### src/rtl/spi_sel_pkg.sv
package spi_sel_pkg;
  localparam int RX_OVF_POS  = 3;
  localparam int TX_OVF_POS  = 4;
  localparam int TX_RDY_POS  = 6;
  localparam int RX_RDY_POS  = 7;
  localparam int ANY_ERR_POS = 8;
  localparam int FORCE_POS   = 10;
  localparam int CTRL_MIN_W  = FORCE_POS + 1;

  // Positions where a status flag is gated by a same-position enable.
  localparam logic [31:0] IRQ_EN_BITS =
    (32'd1 << RX_OVF_POS) | (32'd1 << TX_OVF_POS) | (32'd1 << TX_RDY_POS) |
    (32'd1 << RX_RDY_POS) | (32'd1 << ANY_ERR_POS);

  // All control bits that hold state.
  localparam logic [31:0] CTRL_STORED_BITS = IRQ_EN_BITS | (32'd1 << FORCE_POS);

  typedef enum logic {
    SEL_CTRL = 1'b0,
    SEL_MASK = 1'b1
  } reg_sel_e;
endpackage

### src/rtl/sel_regfile.sv
module sel_regfile
  import spi_sel_pkg::*;
#(
  parameter int DATA_W = 32,
  parameter int NUM_SS = 8
) (
  input  logic              clk,
  input  logic              rst_n,
  input  logic              wr_en_i,
  input  logic              addr_i,
  input  logic [DATA_W-1:0] wdata_i,
  output logic [DATA_W-1:0] ctrl_q,
  output logic [NUM_SS-1:0] mask_q
);
  localparam logic [DATA_W-1:0] STORED = DATA_W'(CTRL_STORED_BITS);
  localparam logic [NUM_SS-1:0] MASK_RST = NUM_SS'(1);

  logic ctrl_we, mask_we;
  assign ctrl_we = wr_en_i && (reg_sel_e'(addr_i) == SEL_CTRL);
  assign mask_we = wr_en_i && (reg_sel_e'(addr_i) == SEL_MASK);

  // One flop per stored control bit; the rest are tied to zero.
  for (genvar b = 0; b < DATA_W; b++) begin : g_ctrl
    if (STORED[b]) begin : g_flop
      always_ff @(posedge clk or negedge rst_n) begin
        if (!rst_n)       ctrl_q[b] <= 1'b0;
        else if (ctrl_we) ctrl_q[b] <= wdata_i[b];
      end
    end else begin : g_zero
      assign ctrl_q[b] = 1'b0;
    end
  end

  // Slave mask flops; slave 0 is selected out of reset.
  for (genvar s = 0; s < NUM_SS; s++) begin : g_mask
    always_ff @(posedge clk or negedge rst_n) begin
      if (!rst_n)       mask_q[s] <= MASK_RST[s];
      else if (mask_we) mask_q[s] <= wdata_i[s];
    end
  end

  // a control write lands one edge later, masked to the stored bits.
  a_r3_ctrl_write: assert property (@(posedge clk) disable iff (!rst_n)
    ($past(rst_n) && $past(wr_en_i) && !$past(addr_i))
      |-> (ctrl_q == ($past(wdata_i) & STORED)));

  // a mask write lands one edge later.
  a_r4_mask_write: assert property (@(posedge clk) disable iff (!rst_n)
    ($past(rst_n) && $past(wr_en_i) && $past(addr_i))
      |-> (mask_q == $past(wdata_i[NUM_SS-1:0])));
endmodule

### src/rtl/sel_irq.sv
module sel_irq
  import spi_sel_pkg::*;
#(
  parameter int DATA_W = 32
) (
  input  logic              clk,
  input  logic              rst_n,
  input  logic [DATA_W-1:0] status_i,
  input  logic [DATA_W-1:0] ctrl_i,
  output logic              irq_o
);
  localparam logic [DATA_W-1:0] EN_POS = DATA_W'(IRQ_EN_BITS);

  logic [DATA_W-1:0] hits;
  assign hits  = status_i & ctrl_i & EN_POS;
  assign irq_o = |hits;

  // with every enable clear, no interrupt is raised.
  a_r6_no_enable_no_irq: assert property (@(posedge clk) disable iff (!rst_n)
    ((ctrl_i & EN_POS) == '0) |-> !irq_o);
endmodule

### src/rtl/sel_ssdrv.sv
module sel_ssdrv #(
  parameter int NUM_SS = 8
) (
  input  logic              clk,
  input  logic              rst_n,
  input  logic [NUM_SS-1:0] mask_i,
  input  logic              busy_i,
  input  logic              force_i,
  output logic [NUM_SS-1:0] ss_n_o
);
  logic drive_en;
  assign drive_en = busy_i | force_i;

  for (genvar s = 0; s < NUM_SS; s++) begin : g_ss
    assign ss_n_o[s] = ~(mask_i[s] & drive_en);
  end

  // when idle and not forced, every select is released.
  a_r8_idle_release: assert property (@(posedge clk) disable iff (!rst_n)
    (!busy_i && !force_i) |-> (&ss_n_o));
endmodule

### src/rtl/sel_rdport.sv
module sel_rdport
  import spi_sel_pkg::*;
#(
  parameter int DATA_W = 32,
  parameter int NUM_SS = 8
) (
  input  logic              clk,
  input  logic              rst_n,
  input  logic              rd_en_i,
  input  logic              addr_i,
  input  logic [DATA_W-1:0] ctrl_i,
  input  logic [NUM_SS-1:0] mask_i,
  output logic [DATA_W-1:0] rdata_o
);
  logic [DATA_W-1:0] rd_mux;

  always_comb begin
    unique case (reg_sel_e'(addr_i))
      SEL_CTRL: rd_mux = ctrl_i;
      SEL_MASK: rd_mux = DATA_W'(mask_i);
      default:  rd_mux = '0;
    endcase
  end

  always_ff @(posedge clk or negedge rst_n) begin
    if (!rst_n)       rdata_o <= '0;
    else if (rd_en_i) rdata_o <= rd_mux;
  end

  // read data is the pre-edge register contents, one cycle later.
  a_r5_read_latency: assert property (@(posedge clk) disable iff (!rst_n)
    ($past(rst_n) && $past(rd_en_i)) |-> (rdata_o == $past(rd_mux)));
endmodule

### src/rtl/spi_sel_ctl.sv
module spi_sel_ctl
  import spi_sel_pkg::*;
#(
  parameter int DATA_W = 32,
  parameter int NUM_SS = 8
) (
  input  logic              clk,
  input  logic              rst_n,
  input  logic              wr_en_i,
  input  logic              rd_en_i,
  input  logic              addr_i,
  input  logic [DATA_W-1:0] wdata_i,
  output logic [DATA_W-1:0] rdata_o,
  input  logic [DATA_W-1:0] status_i,
  input  logic              busy_i,
  output logic [NUM_SS-1:0] ss_n_o,
  output logic              irq_o
);
  logic [DATA_W-1:0] ctrl_q;
  logic [NUM_SS-1:0] mask_q;

  initial begin
    if (DATA_W < CTRL_MIN_W) $error("DATA_W too small for control bits");
    if (NUM_SS > DATA_W || NUM_SS < 1) $error("NUM_SS out of range");
  end

  sel_regfile #(.DATA_W(DATA_W), .NUM_SS(NUM_SS)) u_regs (
    .clk(clk), .rst_n(rst_n), .wr_en_i(wr_en_i), .addr_i(addr_i),
    .wdata_i(wdata_i), .ctrl_q(ctrl_q), .mask_q(mask_q)
  );

  sel_irq #(.DATA_W(DATA_W)) u_irq (
    .clk(clk), .rst_n(rst_n), .status_i(status_i), .ctrl_i(ctrl_q),
    .irq_o(irq_o)
  );

  sel_ssdrv #(.NUM_SS(NUM_SS)) u_ss (
    .clk(clk), .rst_n(rst_n), .mask_i(mask_q), .busy_i(busy_i),
    .force_i(ctrl_q[FORCE_POS]), .ss_n_o(ss_n_o)
  );

  sel_rdport #(.DATA_W(DATA_W), .NUM_SS(NUM_SS)) u_rd (
    .clk(clk), .rst_n(rst_n), .rd_en_i(rd_en_i), .addr_i(addr_i),
    .ctrl_i(ctrl_q), .mask_i(mask_q), .rdata_o(rdata_o)
  );
endmodule

### config.mk
export PLATFORM = sky130hd
export DESIGN_NAME = spi_sel_ctl
export DESIGN_NICKNAME = d
export VERILOG_FILES = /design/src/rtl/spi_sel_pkg.sv /design/src/rtl/sel_regfile.sv /design/src/rtl/sel_irq.sv /design/src/rtl/sel_ssdrv.sv /design/src/rtl/sel_rdport.sv /design/src/rtl/spi_sel_ctl.sv
export SDC_FILE = /design/constraint.sdc
export NUM_CORES = 1
export LEC_CHECK = 0
export ABC_AREA = 1
export BUFFER_PORTS_ARGS = -buffer_cell sky130_fd_sc_hd__buf_2
export CAP_MARGIN = 10
export CORE_AREA = 2 2 62 64
export CTS_CLUSTER_SIZE = 20
export DETAILED_ROUTE_END_ITERATION = 8
export DIE_AREA = 0 0 64 66
export PLACE_DENSITY = 0.77
export SLEW_MARGIN = 20
export SYNTH_ARGS = -nofsm -noshare
export SYNTH_HDL_FRONTEND = slang
export SYNTH_SLANG_ARGS = --single-unit
### constraint.sdc
create_clock -name clk -period 1.4 [get_ports clk]
set_input_delay 0.07 -clock clk [delete_from_list [all_inputs] [get_ports clk]]
set_output_delay 0.07 -clock clk [all_outputs]
set_load 0.1 [all_outputs]
After elaboration in Yosys (flattened, before gate mapping)
Index checks and enable logic that the tools add are counted.

Reduce and logical (&&, ||, !) cells: 3. Muxes and demuxes: 1. Bitwise gates (word level): 19.

Operators with widths (number): 32-bit one-hot mux with 2 select lines (1); 9-bit AND (1); 1-bit NOT (9); 1-bit AND (8); 5-bit OR reduction (1); 1-bit logical AND (2); 1-bit bitwise OR (1).

Bits of input ports: 70. Output and inout port bits: 41. Flip-flop bits (word level): 46. Logic and storage cells: 38.

Longest topological paths before layout
Depth in word-level cells: 3. Mapped depth: 5. Mapped depth without buffers: 4.

Hierarchy
Synthesis repeated with hierarchy kept, for this count alone.

Cells, all modules: 281. Area total of the unflattened synthesis: 2353.5 um2.

Modules (own cells, without submodules): sel_rdport (cells each 173, times used 1, area an instance 1460.2 um2, sequential area each 800.8 um2); sel_regfile (cells each 89, times used 1, area an instance 812.0 um2, sequential area each 351.6 um2); sel_irq (cells each 11, times used 1, area an instance 41.3 um2, sequential area each 0.0 um2); sel_ssdrv (cells each 8, times used 1, area an instance 40.0 um2, sequential area each 0.0 um2).

Worst setup path before layout
No wires, ideal clock.

Path kind: register to output. Start: reg u_regs.ctrl_q[10]. End: out ss_n_o[0]. Setup slack: -0.106 ns. Data arrival time: 1.436 ns. Data required time: 1.330 ns. Path buffers: 1. Cell stages (with the launch flop): 4. Path through: dfrtp_1 -> or2_2 -> buf_6 -> nand2_1.

Longest elaborated chain between the ends: 3.

Ends and longest elaborated chain: from (decl) (RTL line sel_regfile.sv:12) `output logic [DATA_W-1:0] ctrl_q,`; from (signal, indexed assignment) (RTL line sel_regfile.sv:27) `else if (ctrl_we) ctrl_q[b] <= wdata_i[b];`; 1-bit bitwise OR (RTL line sel_ssdrv.sv:12) `assign drive_en = busy_i | force_i;`; 1-bit AND (RTL line sel_ssdrv.sv:15) `assign ss_n_o[s] = ~(mask_i[s] & drive_en);`; 1-bit NOT (RTL line sel_ssdrv.sv:15); to (decl) (RTL line spi_sel_ctl.sv:16) `output logic [NUM_SS-1:0] ss_n_o,`.

Every way passes these cells.

Worst setup path after layout
Start: reg u_regs.ctrl_q[10]. End: out ss_n_o[3].

The elaborated chain is that of the path after synthesis.

==> results.json <==
{
  "die_area_um2": 4220,
  "final_util_pct": 46.7,
  "worst_pin_slew_ns": 0.518,
  "r2r-end": "u_rd.rdata_o[7]",
  "crit_end": "ss_n_o[3]",
  "drt.antenna.violating_nets": 0,
  "busiest_layer": "met2",
  "root_buffer": "clkbuf_4",
  "fp.dieH_um": 66,
  "clock_sinks": 24,
  "fmax_mhz": 723,
  "core_area_um2": 3550,
  "critPathLaunch": "u_regs.ctrl_q[10]",
  "io_pins": 111,
  "syn_inst": 160,
  "ys_seq_elements": 24,
  "startpoint_type": "flip-flop",
  "via_count": 1044,
  "place_inst": 241,
  "post-dp-hpwl_um": 1930,
  "drt_iter0_drc": 27,
  "fin_cells": 254,
  "dpl_cell_area_um2": 1520,
  "via_per_inst": 4.11,
  "drt-total-wl_um": 2600,
  "drtPass1Iterations": 4,
  "multi_input_area_um2": 495,
  "cts_tree": "done",
  "initial_core_util_pct": 36.0,
  "rows": 22,
  "port_buffers": 39,
  "wl_per_cell_um": 10.2,
  "status": "complete, no violations",
  "fin_tns_setup_ns": 0,
  "fin_crit_ns": 1.38,
  "min-delay-path-class": "in2reg",
  "diodes": 0,
  "max-slew-margin-rel_pct": 65.5,
  "syn2layout_area_growth_pct": 29.6,
  "final_common_cell": "nand2_1",
  "met1_usage_pct": 14.5,
  "crit_fanout": 8,
  "r2r_setup_slack_ns": 0.63,
  "final_max_slew_viol_count": 0,
  "yosysSeqAreaShare_pct": 47.0,
  "htreeDepth": 1,
  "yosysUniqueCellTypes": 17,
  "clock_latency_ns": 0.31,
  "grt_usage_pct": 12.5,
  "slowest_delay_ns": 0.40,
  "num-fill-cells": 356,
  "finalHoldViolations": 0,
  "drv_cap": 0,
  "r2r_start": "u_regs.mask_q[7]",
  "synthesis.area_um2": 1280,
  "grt_max_degree": 25,
  "crit_required_ns": 1.33,
  "powerDensity_nw_per_um2": 1420,
  "final-seq-area_um2": 602,
  "ir_drop_uv": 623,
  "met2_usage_pct": 22.1,
  "rsz0062_at_grt": "true",
  "layout_common_cells": "nand2_1, buf_2, dfrtp_1, conb_1, nand3_1",
  "grt_antenna_before_repair": 0,
  "grt_pass1_wl_um": 4110,
  "hold_start": "wdata_i[3]",
  "p_leak_nw": 0.958,
  "grt_pass1_vias": 996,
  "arrival_ns": 1.31,
  "final_cell_area_um2": 1660,
  "cp_cell_sequence": "or2_4 > nand2_1 > buf_12",
  "cp-end-kind": "output pin",
  "cts_inserted_buffers": 3,
  "ctsLongestPathBuffers": 2,
  "fin_skew_ns": 0.00239,
  "total_power_mw": 2.36,
  "period_share_pct": 98.9,
  "die_w_um": 64,
  "slowest_stage": "dfrtp_1",
  "syn_area_per_cell_um2": 8.00,
  "drive_gt1_share_pct": 27.2,
  "critPathKind": "reg2out",
  "place_congestion": 0.795,
  "rr_worst_depth": 4,
  "report.final.setup_viol": 0,
  "yosys_warnings": 0,
  "use_met3_pct": 2.90,
  "clk_pin_slew_ns": 0.12,
  "gr-total-overflow": 0,
  "post-route-drc-count": 0,
  "fin_nets": 277
}
## cell type report
cell class | instances | share of cell area, %
Sequential cell | 24 | 36.3
Inverter | 16 | 3.62
Timing Repair Buffer | 48 | 24.4
Clock buffer | 4 | 2.19
Tap cell | 48 | 3.62
Multi-Input combinational cell | 114 | 29.9
## kinds of logic after synthesis
group | synth area share (%)
other | 0.293
buffers and inverters | 21.2
flip-flops | 47.0
AO/OA/AOI/OAI | 4.30
AND/OR/NAND/NOR | 27.2
## synth_stat cells (all sizes together)
library cell  instances  share of area (%)
buf                  27                 17
nor2                  1               0.29
clkinv                1               0.29
nand2                66                 20
dfrtp                23                 45
inv                  15                4.4
dfstp                 1                2.1
conb                  1               0.29
o21ai                 8                4.3
or2                   1               0.49
nand3                16                6.3
## registers in the layout (all words and copies together) (netlist names)
signal and flops:
u_rd.rdata_o 10, u_regs.ctrl_q 6, u_regs.mask_q 8
## routing by layer
metal  routed length, um  vias up
li1                    -      536
met3                 190        4
met5                   0        -
met4                  40        0
met2                1250       36
met1                1120      468
## worst min-delay path by stage
stage / end / slack, ns / depth (start not counted)
6_report: u_regs.mask_q[3] / 0.01 / 3
5_1_grt: u_regs.mask_q[3] / 0.002 / 3
3_3_place_gp: u_regs.ctrl_q[4] / 0.07 / 1
4_1_cts: u_regs.mask_q[3] / 0.0007 / 3
2_1_floorplan: u_rd.rdata_o[0] / -0.23 / 0
3_5_place_dp: u_regs.ctrl_q[4] / 0.08 / 1
## per-stage QoR
step | setup WS, ns | hold WS (ns)
after CTS | -0.00655 | 0.000742
after global placement | 0.234 | 0.0654
after floorplan | -0.106 | -0.226
final | 0.0160 | 0.00981
after global routing | -0.0248 | 0.00185
after detailed placement | 0.236 | 0.0795
## worst max-delay path: cells and delay by family, from the launching register on
| family | cells | cell delay, ns |
|---|---|---|
| buffers and inverters | 1 | 0.18 |
| DFF | 1 | 0.40 |
| and+or+nand+nor | 2 | 0.42 |
## what timing repair did
| action | 4_1_cts | 5_1_grt |
|---|---|---|
| pin swaps | 0 | 1 |
| hold buffers | 7 | 1 |
| hold endpoints to repair | 29 | 1 |
| endpoints found under the setup margin | 9 | 8 |
| gates resized for setup | 2 | 3 |
| buffers inserted | 1 | 0 |
## power by group
part	switching (mW)	internal, mW	total (mW)
Combinational	0.931	0.242	1.17
Clock	0.195	0.159	0.354
Sequential	0.0546	0.778	0.833
Note: power is estimated with default switching activity, not from simulation.
